<file path="config.mk">
export PLATFORM = sky130hd
export DESIGN_NAME = burst_col_gen
export DESIGN_NICKNAME = d
export VERILOG_FILES = /design/src/rtl/burst_pkg.sv /design/src/rtl/burst_len_decode.sv /design/src/rtl/burst_beat_ctr.sv /design/src/rtl/burst_addr_map.sv /design/src/rtl/burst_col_gen.sv
export SDC_FILE = /design/constraint.sdc
export NUM_CORES = 1
export LEC_CHECK = 0
export BUFFER_PORTS_ARGS = -buffer_cell sky130_fd_sc_hd__buf_2
export CORE_UTILIZATION = 49
export DETAILED_ROUTE_END_ITERATION = 16
export GPL_TIMING_DRIVEN = 0
export HOLD_SLACK_MARGIN = 0.08
export PLACE_DENSITY = 0.72
export SYNTH_ARGS = -nofsm -noshare
export SYNTH_HDL_FRONTEND = slang
export SYNTH_SLANG_ARGS = --single-unit
export TNS_END_PERCENT = 10
</file>
<file path="constraint.sdc">
create_clock -name clk -period 2.2 [get_ports clk]
set_input_delay 0.22 -clock clk [delete_from_list [all_inputs] [get_ports clk]]
set_output_delay 0.22 -clock clk [all_outputs]
set_load 0.01 [all_outputs]
</file>
<file path="src/rtl/burst_pkg.sv">
package burst_pkg;
  localparam int COL_W = 9;
  localparam int LEN_W = 3;

  typedef enum logic [LEN_W-1:0] {
    LEN_1    = 3'b000,
    LEN_2    = 3'b001,
    LEN_4    = 3'b010,
    LEN_8    = 3'b011,
    LEN_PAGE = 3'b111
  } len_code_e;
endpackage

</file>
<file path="src/rtl/burst_len_decode.sv">
module burst_len_decode
  import burst_pkg::*;
#(
  parameter int AW = COL_W
) (
  input  logic [LEN_W-1:0] code,
  output logic [AW-1:0]    mask,
  output logic             full
);
  always_comb begin
    mask = '0;
    full = 1'b0;
    case (code)
      LEN_2:    mask = AW'(1);
      LEN_4:    mask = AW'(3);
      LEN_8:    mask = AW'(7);
      LEN_PAGE: begin
        mask = '1;
        full = 1'b1;
      end
      default:  mask = '0;
    endcase
  end
endmodule

</file>
<file path="src/rtl/burst_beat_ctr.sv">
module burst_beat_ctr #(
  parameter int AW = 9
) (
  input  logic          clk,
  input  logic          rst_n,
  input  logic          clear,
  input  logic          advance,
  output logic [AW-1:0] beat
);
  always_ff @(posedge clk) begin
    if (!rst_n)       beat <= '0;
    else if (clear)   beat <= '0;
    else if (advance) beat <= beat + AW'(1);
  end
endmodule

</file>
<file path="src/rtl/burst_addr_map.sv">
module burst_addr_map #(
  parameter int AW = 9
) (
  input  logic [AW-1:0] base,
  input  logic [AW-1:0] beat,
  input  logic [AW-1:0] mask,
  input  logic          ileave,
  output logic [AW-1:0] addr
);
  logic [AW-1:0] seq_sum;
  logic [AW-1:0] xor_val;

  assign seq_sum = base + beat;
  assign xor_val = base ^ beat;

  for (genvar b = 0; b < AW; b++) begin : g_bit
    always_comb begin
      if (!mask[b])   addr[b] = base[b];
      else if (ileave) addr[b] = xor_val[b];
      else            addr[b] = seq_sum[b];
    end
  end
endmodule

</file>
<file path="src/rtl/burst_col_gen.sv">
module burst_col_gen
  import burst_pkg::*;
#(
  parameter int AW = COL_W
) (
  input  logic             clk,
  input  logic             rst_n,
  input  logic             start,
  input  logic [AW-1:0]    start_col,
  input  logic [LEN_W-1:0] len_sel,
  input  logic             ileave,
  input  logic             term,
  input  logic             col_ready,
  output logic             col_valid,
  output logic [AW-1:0]    col_addr,
  output logic             col_last
);
  logic [AW-1:0] dec_mask;
  logic          dec_full;
  logic          active_q;
  logic [AW-1:0] base_q;
  logic [AW-1:0] mask_q;
  logic          il_q;
  logic          full_q;
  logic [AW-1:0] beat;
  logic          fire;
  logic          at_last;

  burst_len_decode #(.AW(AW)) u_dec (
    .code (len_sel),
    .mask (dec_mask),
    .full (dec_full)
  );

  assign at_last = active_q && !full_q && (beat == mask_q);
  assign fire    = active_q && col_ready;

  always_ff @(posedge clk) begin
    if (!rst_n) begin
      active_q <= 1'b0;
      base_q   <= '0;
      mask_q   <= '0;
      il_q     <= 1'b0;
      full_q   <= 1'b0;
    end else if (start) begin
      active_q <= 1'b1;
      base_q   <= start_col;
      mask_q   <= dec_mask;
      il_q     <= ileave && !dec_full;
      full_q   <= dec_full;
    end else if (term) begin
      active_q <= 1'b0;
    end else if (fire && at_last) begin
      active_q <= 1'b0;
    end
  end

  burst_beat_ctr #(.AW(AW)) u_ctr (
    .clk     (clk),
    .rst_n   (rst_n),
    .clear   (start),
    .advance (fire && !at_last && !term),
    .beat    (beat)
  );

  burst_addr_map #(.AW(AW)) u_map (
    .base   (base_q),
    .beat   (beat),
    .mask   (mask_q),
    .ileave (il_q),
    .addr   (col_addr)
  );

  assign col_valid = active_q;
  assign col_last  = at_last;
endmodule

</file>
==> results.md <==
* Slew Limit Fails at 0
* Initial antenna violation count at 0
* Leakage at 0.000795 uW
* Final Non-Filler Cells at 259
* Main flop type after synthesis: dfxtp_1
* Fin Hold WS at 0.145 ns
* # clock sinks at 24
* Routed length per instance at 13.8 um
* CP arrival at 2.42 ns
* Final #Nets at 244
* Final period util at 1.20
* DR vias at 1,447
* Crit-path max FO at 3
* Final setup margin at -0.436 ns
* Unrepaired setup endpoints after global routing: true
* Violated checks: negative setup slack
* Largest family of logic cells by synthesized area: simple AND/OR/NAND/NOR gates
* Antenna Cells at 0
* Synth Area in Adders at 0.0858
* Post-CTS Hold Fix Bufs at 0
* Max-Cap Viols at 0
* Max clock buf depth at 2
* Chip width at 58.2 um
* Final setup viols at 4
* Sequential area share after synthesis at 0.311
* Slew @ Worst Pin at 0.777 ns
* GPL Wtd Cong at 0.854
* Top-count cell post-synth: dfxtp_1
* I/O Pins at 29
* Initial core utilization at 0.511
* Site Rows at 20
* Number of buffers created by CTS at 3
* Post-synth top area share at 0.311
* Power Density at 499 nW/um^2
* Final hold vios at 0
* Area of the multi-input gates at 1070 sq um
* Largest net degree at the start of global routing at 15
* CP startpoint kind: register
* Crit path largest cell delay at 0.42 ns
* Post-route antenna net violation count at 0
* CTS tree: yes
* Area contributors post-synth: dfxtp_1, mux2i_1, ha_1
* Worst path required time at 1.98 ns
* Crit path buf inv count at 1
* Avg Cell Area, Syn at 8.59 sq um
* Peak VDD IR at 0.000378 V
* Ys async rst share at 0
* Clk Latency, worst-skew pair at 0.32 ns
* Post-synthesis mux area share at 0.0850
* Fraction of the mapped netlist area in simple logic gates at 0.258
* DIE AREA at 3380 sq um
* Cell family with the largest share of critical-path delay: adder cells
* Critical path type: reg2out
* DRC violations left at 0
* CP Cell Sequence: ha_2, fa_2, a211oi_2, nor3_1, or4_1, o311ai_2, xor2_1, buf_2
* DIE HEIGHT at 58.2 um
* Clock transition at the registers of the reported paths at 0.14 ns
* Fillers at 283
* Synth top cells by count: dfxtp_1, nor2_1, mux2i_1, nor2b_1, a21oi_1
* Gr ovfl total at 0
* Initial DRC count at 42
* WL final at 3.58 mm
* Crit. End Element: output pin
* Register area at 495 sq um
* Rel. slew slack at 0.482
* Mapped Cells at 180
* Synth area leader: dfxtp_1
* Hold crit path type: in2reg
* Slowest-stage cell, CP: or4_1
* Vias in the first global route at 1,355
* I/O Buffers at 28
* Mapped Nets at 208
* Share of layout cells above drive strength 1 at 0.260
* Layout Skew at 0.00388 ns
* GR Util All Layers at 0.227
* Placed cell count at 252
* Synth Area in Compound Gates at 0.152
* DRT Pass-1 Iters at 4
* Total core area at 3030 sq um
* Via-to-Cell Ratio at 5.59
* Fmax at 379 MHz
* Global-route wire length before repair at 5.81 mm
* Cell Area, Synth at 1550 sq um
* Seq cells post-synth at 24
* Status: complete, but fails checks
* Root buf cell: clkbuf_4
* Area delta synth->final at 21.8%
* Synth Warn # at 0
* CTS H-tree lvls at 1
* Synth Area in XOR/XNOR at 0.0793
* Final Critical Period at 2.64 ns
* Post-detail-place hpwl at 2.64 mm
* Synth cell types at 40
* Number of synthesized flops with an enable pin at 0
==> worst min-delay path, delay by kind of cell <==
family,cells,cell delay [ns]
buffers and inverters,1,0.07
muxes,1,0.06
and+or+nand+nor,1,0.10
==> cells by family after synthesis <==
logic type      Yosys count
simple gates             73
compound gates           36
flops                    24
xor+xnor                 14
mux                      13
buf+inv                  10
fa+ha+maj                10
==> through the flow <==
| step | utilization | setup TNS (ns) | area, sq um | worst slack [ns] | power [uW] |
|---|---|---|---|---|---|
| after CTS | 0.612 | -1.02 | 1850 | -0.459 | 944 |
| after global placement | 0.580 | -0.113 | 1760 | -0.113 | 610 |
| after floorplan | - | 0 | 1560 | 0.0264 | 563 |
| final | 0.622 | -0.877 | 1880 | -0.436 | 940 |
| after global routing | 0.622 | -1.39 | 1880 | -0.552 | 984 |
| after detailed placement | 0.580 | -0.125 | 1760 | -0.125 | 616 |
==> routing by layer <==
layer  share of wire  track usage
met1            0.45        0.266
met2            0.52        0.404
met3           0.027       0.0268
met4          0.0059        0.116
met5               0            0
==> cells in the final DEF (no fill, tap or decap), types with 5 or more instances in the layout <==
cell / n
dfxtp_1: 16
nand2_1: 7
nor2_1: 19
xnor2_1: 9
ha_1: 5
clkbuf_1: 6
o21ai_0: 5
dfxtp_2: 6
buf_2: 28
xor2_1: 5
mux2i_1: 12
a21oi_1: 8
nand2b_1: 7
nor2b_1: 11
nand3_1: 7
==> flip-flops by register name (all words and copies together) (netlist names) <==
signal and cells:
base_q 9, u_ctr.beat 9, mask_q 3, col_valid 1
full_q 1, il_q 1
==> area by class of cell <==
type / instances / area share
multi-input cells: 146 / 0.569
flip-flops and latches: 24 / 0.263
repair buffers: 31 / 0.0864
well taps: 44 / 0.0292
plain buffers: 7 / 0.0179
clock inverters: 1 / 0.0159
clock buffers: 3 / 0.0120
inverters: 3 / 0.00598
==> worst paths after layout <==
check	end	slack (ns)	cells after the start	startpoint
worst max-delay path	col_addr[8]	-0.44	8	u_ctr.beat[0]
worst min-delay path	base_q[7]	0.14	3	start_col[7]
worst max register to register	u_ctr.beat[1]	0.58	6	u_ctr.beat[0]
worst min register to register	u_ctr.beat[3]	0.55	2	u_ctr.beat[3]
==> where the power goes <==
| group | internal [uW] | leakage, uW | switching [uW] |
|---|---|---|---|
| combinational | 71.4 | 0.000567 | 76.4 |
| clock | 184 | 0.0000279 | 144 |
| sequential | 449 | 0.000201 | 15.0 |
==> what timing repair did <==
item	4_1_cts	5_1_grt
resized for setup	9	8
buffers inserted	3	0
endpoints found under the setup margin	5	6
pin swaps	5	2
Note: power is estimated with default switching activity, not from simulation.
